<file path="config.mk">
export PLATFORM = sky130hd
export DESIGN_NAME = touch_mon_top
export DESIGN_NICKNAME = d
export VERILOG_FILES = /design/src/rtl/touch_mon_pkg.sv /design/src/rtl/touch_axis_store.sv /design/src/rtl/touch_poller.sv /design/src/rtl/touch_bus_regs.sv /design/src/rtl/touch_mon_top.sv
export SDC_FILE = /design/constraint.sdc
export NUM_CORES = 1
export LEC_CHECK = 0
export BUFFER_PORTS_ARGS = -buffer_cell sky130_fd_sc_hd__buf_2
export CAP_MARGIN = 20
export CORE_MARGIN = 5
export CORE_UTILIZATION = 38
export CTS_CLUSTER_SIZE = 30
export DETAILED_ROUTE_END_ITERATION = 8
export GPL_TIMING_DRIVEN = 0
export PLACE_DENSITY = 0.74
export SETUP_SLACK_MARGIN = 0.3
export SYNTH_ARGS = -nofsm -noshare
export SYNTH_HDL_FRONTEND = slang
export SYNTH_SLANG_ARGS = --single-unit
</file>
<file path="constraint.sdc">
create_clock -name clk -period 1.3 [get_ports clk]
set_input_delay 0.13 -clock clk [delete_from_list [all_inputs] [get_ports clk]]
set_output_delay 0.13 -clock clk [all_outputs]
set_load 0.02 [all_outputs]
</file>
<file path="src/rtl/touch_mon_pkg.sv">
package touch_mon_pkg;

    typedef enum logic [1:0] {
        PS_WAIT    = 2'd0,
        PS_CHECK   = 2'd1,
        PS_REFRESH = 2'd2
    } poll_state_t;

    localparam int          AXES          = 2;
    localparam logic [23:0] DEF_FLASH_ADR = 24'hFFFFEC;
    localparam logic [23:0] DEF_X_ADR     = 24'hFFFFF0;
    localparam logic [23:0] DEF_Y_ADR     = 24'hFFFFF4;

endpackage

</file>
<file path="src/rtl/touch_axis_store.sv">
module touch_axis_store #(
    parameter int W = 12
) (
    input  logic         clk,
    input  logic         rst_n,
    input  logic         capture,
    input  logic         commit,
    input  logic [W-1:0] coord_in,
    output logic         differs
);

    logic [W-1:0] latched_q;
    logic [W-1:0] kept_q;

    always_ff @(posedge clk or negedge rst_n) begin
        if (!rst_n) begin
            latched_q <= '0;
            kept_q    <= '0;
        end else begin
            if (capture) begin
                latched_q <= coord_in;
            end
            if (commit) begin
                kept_q <= latched_q;
            end
        end
    end

    assign differs = (latched_q != kept_q);

endmodule

</file>
<file path="src/rtl/touch_poller.sv">
module touch_poller
    import touch_mon_pkg::*;
(
    input  logic        clk,
    input  logic        rst_n,
    input  logic        tick,
    input  logic        any_diff,
    output logic        capture,
    output logic        commit,
    output logic        flash_req,
    output poll_state_t state_o
);

    poll_state_t state_q;
    poll_state_t state_d;

    always_ff @(posedge clk or negedge rst_n) begin
        if (!rst_n) begin
            state_q <= PS_WAIT;
        end else begin
            state_q <= state_d;
        end
    end

    always_comb begin
        state_d = state_q;
        unique case (state_q)
            PS_WAIT:    if (tick) state_d = PS_CHECK;
            PS_CHECK:   state_d = any_diff ? PS_REFRESH : PS_WAIT;
            PS_REFRESH: state_d = PS_WAIT;
            default:    state_d = PS_WAIT;
        endcase
    end

    always_comb begin
        capture   = 1'b0;
        commit    = 1'b0;
        flash_req = 1'b0;
        unique case (state_q)
            PS_WAIT:    capture = tick;
            PS_CHECK:   ;
            PS_REFRESH: begin
                commit    = 1'b1;
                flash_req = 1'b1;
            end
            default:    ;
        endcase
    end

    assign state_o = state_q;

endmodule

</file>
<file path="src/rtl/touch_bus_regs.sv">
module touch_bus_regs #(
    parameter int              ADDR_W    = 24,
    parameter int              DATA_W    = 32,
    parameter int              COORD_W   = 12,
    parameter logic [ADDR_W-1:0] FLASH_ADR = 24'hFFFFEC,
    parameter logic [ADDR_W-1:0] X_ADR     = 24'hFFFFF0,
    parameter logic [ADDR_W-1:0] Y_ADR     = 24'hFFFFF4
) (
    input  logic               clk,
    input  logic               rst_n,
    input  logic [ADDR_W-1:0]  bus_addr,
    input  logic [DATA_W-1:0]  bus_wdata,
    input  logic               bus_wr,
    input  logic               bus_rd,
    input  logic [COORD_W-1:0] coord_x,
    input  logic [COORD_W-1:0] coord_y,
    input  logic               flash_level,
    output logic [DATA_W-1:0]  bus_rdata,
    output logic               wr_flash
);

    localparam int PAD_W = DATA_W - COORD_W;

    logic              hit_flash;
    logic              hit_x;
    logic              hit_y;
    logic [DATA_W-1:0] rdata_d;
    logic [DATA_W-1:0] rdata_q;
    logic              wr_flash_q;

    assign hit_flash = (bus_addr == FLASH_ADR);
    assign hit_x     = (bus_addr == X_ADR);
    assign hit_y     = (bus_addr == Y_ADR);

    always_comb begin
        rdata_d = '0;
        if (bus_rd) begin
            unique case (1'b1)
                hit_flash: rdata_d = {{(DATA_W-1){1'b0}}, flash_level};
                hit_x:     rdata_d = {{PAD_W{1'b0}}, coord_x};
                hit_y:     rdata_d = {{PAD_W{1'b0}}, coord_y};
                default:   rdata_d = '0;
            endcase
        end
    end

    always_ff @(posedge clk or negedge rst_n) begin
        if (!rst_n) begin
            rdata_q    <= '0;
            wr_flash_q <= 1'b0;
        end else begin
            rdata_q    <= rdata_d;
            wr_flash_q <= bus_wr && hit_flash && (bus_wdata != '0);
        end
    end

    assign bus_rdata = rdata_q;
    assign wr_flash  = wr_flash_q;

endmodule

</file>
<file path="src/rtl/touch_mon_top.sv">
module touch_mon_top
    import touch_mon_pkg::*;
#(
    parameter int              ADDR_W    = 24,
    parameter int              DATA_W    = 32,
    parameter int              COORD_W   = 12,
    parameter logic [ADDR_W-1:0] FLASH_ADR = DEF_FLASH_ADR,
    parameter logic [ADDR_W-1:0] X_ADR     = DEF_X_ADR,
    parameter logic [ADDR_W-1:0] Y_ADR     = DEF_Y_ADR
) (
    input  logic               clk,
    input  logic               rst_n,
    input  logic               tick,
    input  logic [COORD_W-1:0] touch_x,
    input  logic [COORD_W-1:0] touch_y,
    input  logic [ADDR_W-1:0]  bus_addr,
    input  logic [DATA_W-1:0]  bus_wdata,
    input  logic               bus_wr,
    input  logic               bus_rd,
    output logic [DATA_W-1:0]  bus_rdata,
    output logic               flash
);

    logic [COORD_W-1:0] axis_in [AXES];
    logic [AXES-1:0]    axis_diff;
    logic               capture;
    logic               commit;
    logic               poll_flash;
    logic               wr_flash;
    poll_state_t        poll_st;

    assign axis_in[0] = touch_x;
    assign axis_in[1] = touch_y;

    for (genvar g = 0; g < AXES; g++) begin : g_axis
        touch_axis_store #(.W(COORD_W)) u_store (
            .clk      (clk),
            .rst_n    (rst_n),
            .capture  (capture),
            .commit   (commit),
            .coord_in (axis_in[g]),
            .differs  (axis_diff[g])
        );
    end

    touch_poller u_poll (
        .clk       (clk),
        .rst_n     (rst_n),
        .tick      (tick),
        .any_diff  (|axis_diff),
        .capture   (capture),
        .commit    (commit),
        .flash_req (poll_flash),
        .state_o   (poll_st)
    );

    touch_bus_regs #(
        .ADDR_W    (ADDR_W),
        .DATA_W    (DATA_W),
        .COORD_W   (COORD_W),
        .FLASH_ADR (FLASH_ADR),
        .X_ADR     (X_ADR),
        .Y_ADR     (Y_ADR)
    ) u_regs (
        .clk         (clk),
        .rst_n       (rst_n),
        .bus_addr    (bus_addr),
        .bus_wdata   (bus_wdata),
        .bus_wr      (bus_wr),
        .bus_rd      (bus_rd),
        .coord_x     (touch_x),
        .coord_y     (touch_y),
        .flash_level (flash),
        .bus_rdata   (bus_rdata),
        .wr_flash    (wr_flash)
    );

    assign flash = poll_flash | wr_flash;

endmodule

</file>
After elaboration in Yosys (flattened, before gate mapping):

Cells that the tools add are included.
W data, S select, Z words.

* input bits: 85
* register bits after elaboration: 83

* equal/unequal tests: 8
* bitwise operators: 1
* reductions and logical operators: 5
* multiplexer cells: 7

Operator list (count)
* $eq A24 B24 Y1 const B: 3
* $pmux W12 S3: 1
* $reduce_bool A32 Y1: 1
* $ne A12 B12 Y1: 2
* $mux W12: 1
* $mux W2: 2
* $pmux W2 S2: 1
* $eq A2 B1 Y1 const B: 1
* $eq A2 B2 Y1 const B: 1
* $logic_and A1 B1 Y1: 2
* $logic_not A2 Y1: 1
* $mux W1: 2
* $ne A2 B2 Y1 const B: 1
* $reduce_or A2 Y1: 1
* $or A1 B1 Y1: 1

Logic depth before layout (Yosys ltp):

* word-level depth: 5
* mapped depth: 5
* gate-level depth less buffers: 4

By module:

From an unflattened synthesis, not the netlist that was laid out.

* cell total of the unflattened synthesis: 227
* area total of the unflattened synthesis: 3067.9 sq um

Modules (own cells, without submodules)
* touch_axis_store: sequential area each 600.6 sq um, cells each 66, area each 1022.2 sq um, instances 2
* touch_bus_regs: sequential area each 325.3 sq um, cells each 86, area each 919.6 sq um, instances 1
* touch_poller: sequential area each 50.0 sq um, cells each 7, area each 91.3 sq um, instances 1
* touch_mon_top: sequential area each 0.0 sq um, cells each 2, area each 12.5 sq um, instances 1

Worst setup path after synthesis:

No wires, ideal clock.

* path kind: register -> register
* from: register u_poll.state_q[1] (netlist: u_poll.state_o[1])
* to: register g_axis[0].u_store.latched_q[10]
* setup slack: -0.087 ns
* stages on the path, launching flop included: 4
* buffers on the path: 1
* period minus slack after synthesis: 1.387 ns
* required time: 1.175 ns
* arrival: 1.262 ns
* library setup time: 0.125 ns
* cell sequence: dfrtp_1 > nor3b_4 > buf_4 > mux2_2

* longest elaborated chain between the ends: 2

Ends and longest elaborated chain
* start: declaration: line touch_poller.sv:14 `poll_state_t state_q;`
* start signal: assignment: line touch_poller.sv:21 `state_q <= state_d;`
* $logic_not A2 Y1: line touch_poller.sv:39 `unique case (state_q)`
* $mux W1: line touch_poller.sv:39
* end signal: assignment: line touch_axis_store.sv:21 `latched_q <= coord_in;`
* end: declaration: line touch_axis_store.sv:12 `logic [W-1:0] latched_q;`

No other way between the ends.
A chain may end at the register's enable or synchronous reset.

Worst setup path after layout:

* from: register u_poll.state_q[1] (netlist: u_poll.state_o[1])
* to: register g_axis[1].u_store.latched_q[11]

* longest elaborated chain between the ends: 2

Ends and longest elaborated chain (line)
* $logic_not A2 Y1: touch_poller.sv:39
* $mux W1: touch_poller.sv:39
* end signal: assignment: touch_axis_store.sv:21
* end: declaration: touch_axis_store.sv:12

No other way between the ends.

==> key figures <==
Run status
  – Status: finished with violations
  – Failing checks: hold timing, setup timing

Logic synthesis
  – Yosys top cell area share: 52.2%
  – Synth warn: 0
  – Mapped cell area: 3020 um^2
  – Area leader, netlist: dfrtp_1
  – Seq/Total Area, Yosys: 52.2%
  – #FFs+latches synth: 63
  – Syn Area/Cell: 13.2 um^2
  – Mapped Cells: 228
  – Yosys cell types: 30
  – Top post-synthesis cells by area: dfrtp_1 (52%), mux2_2 (18%), buf_4 (6.0%)

Final layout
  – Sequential standard cell area: 1580 um^2
  – Final-layout fill cell count: 634
  – Share of post-route cells with drive strength above 1: 57.8%
  – NumNets Final: 452
  – Most frequent cells in the layout: buf_2 (86), dfrtp_1 (62), mux2_4 (33)
  – Syn-to-layout area delta: 42.1%
  – Commonest non-fill, non-tap cell in the layout: buf_2
  – Ant. Diodes: 0
  – Final core occ: 55.5%
  – Multi-input gate area: 1460 um^2

Route
  – Met2 WL post-DR: 4.29 mm
  – DRT iter0 DRCs: 75
  – Final wirelength: 8.23 mm
  – First drt pass iteration count: 4
  – Antenna viol nets, final: 0
  – # DRC: 0
  – Wirelength per Cell: 17.4 um
  – Met3 Wirelength: 411 um
  – Routed met1 length: 3.40 mm
  – Vias post-DR: 2229
  – DR vias/cell: 4.72
  – DR top layer: met4

Timing
  – Fmax: 681 MHz
  – Worst-Margin Slew: 614 ps
  – Max Slew Vio Count: 0
  – Clock Skews: 4.97 ps
  – Min Clock Period, post-route: 1470 ps
  – Hold Violations, Final: 25
  – TNS Setup: -7190 ps
  – Final WS setup: -169 ps
  – Final Setup Violations: 48
  – Max-slew headroom: 59.1%
  – Tcrit/Tclk final: 113%
  – Final hold slack: -195 ps
  – RSZ-0062 raised after global routing: true

Clock network
  – TritonCTS buffer count: 9
  – Hold_buf cts: 1
  – CTS max path bufs: 2
  – Root buffer cell: clkbuf_8
  – Clock Latency Late Sink: 340 ps
  – H-tree Lvls: 3
  – Clock slew at reported path FFs: 70 ps
  – CTS tree: built
  – CTS Sinks: 63

Power and ir drop
  – Pwr dens: 1570 nW/um^2
  – Pint: 0.00475 W
  – Design Power: 0.00674 W
  – Maximum VDD drop: 0.000551 V
  – Clock Power Share: 21.9%
  – Sequential power share: 45.7%
  – Sw Share: 29.5%
  – Leak: 2.08 nW
  – Comb power frac: 32.4%
  – Net switching power: 0.00199 W

Global route
  – Vias in the first global route: 2486
  – GRT overflow: 0
  – First-pass GRT wire length: 12.6 mm
  – Largest net degree at the start of global routing: 39
  – Initial antenna violation count: 0
  – Tot GR Track Use: 16.7%

Die
  – Initial Util: 39.1%
  – Die width: 99.1 um
  – Die Ht: 99.1 um
  – Placeable Area: 7730 um^2
  – DIE AREA: 9830 um^2
  – # rows: 32
  – Io pins: 118

Setup path
  – Crit end category: register
  – Crit path cell chain: buf_4 -> nor3b_4 -> buf_6 -> buf_8 -> mux2_2
  – Max incr delay on CP: 380 ps
  – Crit-path max FO: 6
  – WP data required: 1520 ps
  – Worst setup SP type: register
  – Crit path DAT: 1690 ps
  – Critical path class: register to register
  – Worst path slowest cell: dfrtp_1

Place
  – Detailed Place HPWL: 5.74 mm
  – # port buffers: 96
  – Final Wtd Congestion: 0.796

Min path
  – Hold WC Path Type: input port to asynchronous set/reset pin

Run
  – MaxCap Viol Count: 0
-- routing by layer --
| layer | track usage (%) | vias up |
|---|---|---|
| met4 | 5.25 | 0 |
| met2 | 28.5 | 59 |
| met3 | 5.54 | 15 |
| met5 | 0 | - |
| li1 | - | 1046 |
| met1 | 19.8 | 1109 |
-- state kept, by name (all words and copies together), names as in the netlist --
register / count
g_axis.u_store.kept_q: 24
g_axis.u_store.latched_q: 24
u_regs.bus_rdata: 12
u_poll.state_o: 2
u_regs.wr_flash: 1
-- stage by stage --
stage | setup slack (ps) | cells | instance area [um^2]
floorplan | -79.6 | 247 | 3210
global placement | -276 | 445 | 3820
detailed placement | -320 | 446 | 3840
CTS | -160 | 471 | 4160
global route | -206 | 472 | 4290
finish | -169 | 472 | 4290
-- timing repair --
action	CTS	global route
gates resized for setup	22	29
setup endpoints to repair	53	65
pin swaps	2	3
buffers inserted	8	0
endpoints found under the hold margin	26	25
cloned	2	1
-- worst paths after layout --
check	startpoint	to	slack (ps)	cells past startpoint
setup / recovery	u_poll.state_o[1]	g_axis[1].u_store.latched_q[11]	-170	5
hold / removal	rst_n	u_regs.bus_rdata[7]	-190	1
setup reg to reg	u_poll.state_o[1]	g_axis[1].u_store.latched_q[11]	-170	5
hold reg to reg	g_axis[0].u_store.kept_q[2]	g_axis[0].u_store.kept_q[2]	530	1
max in group asynchronous	rst_n	u_poll.state_o[0]	870	2
min in group clk	touch_y[2]	g_axis[1].u_store.latched_q[2]	40	2
-- cell families (layout without fill, tap and decap cells) --
group,after synthesis,after routing,share of synthesized area [%]
flops,63,63,52.2
mux,60,60,21.9
buf+inv,31,154,7.17
simple gates,46,46,10.9
other cells,1,20,0.124
compound gates,3,3,0.705
xor+xnor,24,24,6.96
-- cells in the mapped netlist (all sizes together) --
| master | n |
|---|---|
| nor3 | 11 |
| clkbuf | 1 |
| a311oi | 1 |
| nor4 | 13 |
| nand4b | 1 |
| or2 | 1 |
| mux2i | 12 |
| nand4 | 9 |
| nand2b | 1 |
| nand3 | 1 |
| xor2 | 8 |
| dfrtp | 63 |
| xnor2 | 16 |
| nand2 | 2 |
| a21oi | 1 |
| nor2b | 1 |
| buf | 28 |
| conb | 1 |
| nor3b | 1 |
| o211ai | 1 |
| nor2 | 4 |
| nand3b | 1 |
| inv | 2 |
| mux2 | 48 |
-- worst max-delay path, delay by kind of cell (launching register included) --
kind                   cells  cell delay [ps]
buffers and inverters      3              460
DFF                        1              380
muxes                      1              330
and+or+nand+nor            1              180
-- power by group through the flow --
stage | Sequential [W] | Clock (W) | Combinational (W)
finish | 0.00308 | 0.00148 | 0.00218
global route | 0.00314 | 0.00157 | 0.00234
CTS | 0.00304 | 0.00149 | 0.00209
detailed placement | 0.00306 | 0 | 0.00193
global placement | 0.00302 | 0 | 0.00187
floorplan | 0.00295 | 0 | 0.00154
-- area by class of cell --
class                   instances  area share (%)
plain buffers                  29            5.98
clock buffers                  13            3.70
clock inverters                 1           0.117
inverters                       2           0.175
multi-input cells             153            34.1
flip-flops and latches         63            36.8
well taps                     102            2.98
repair buffers                109            16.2
Power figures use the tool's default switching activity.
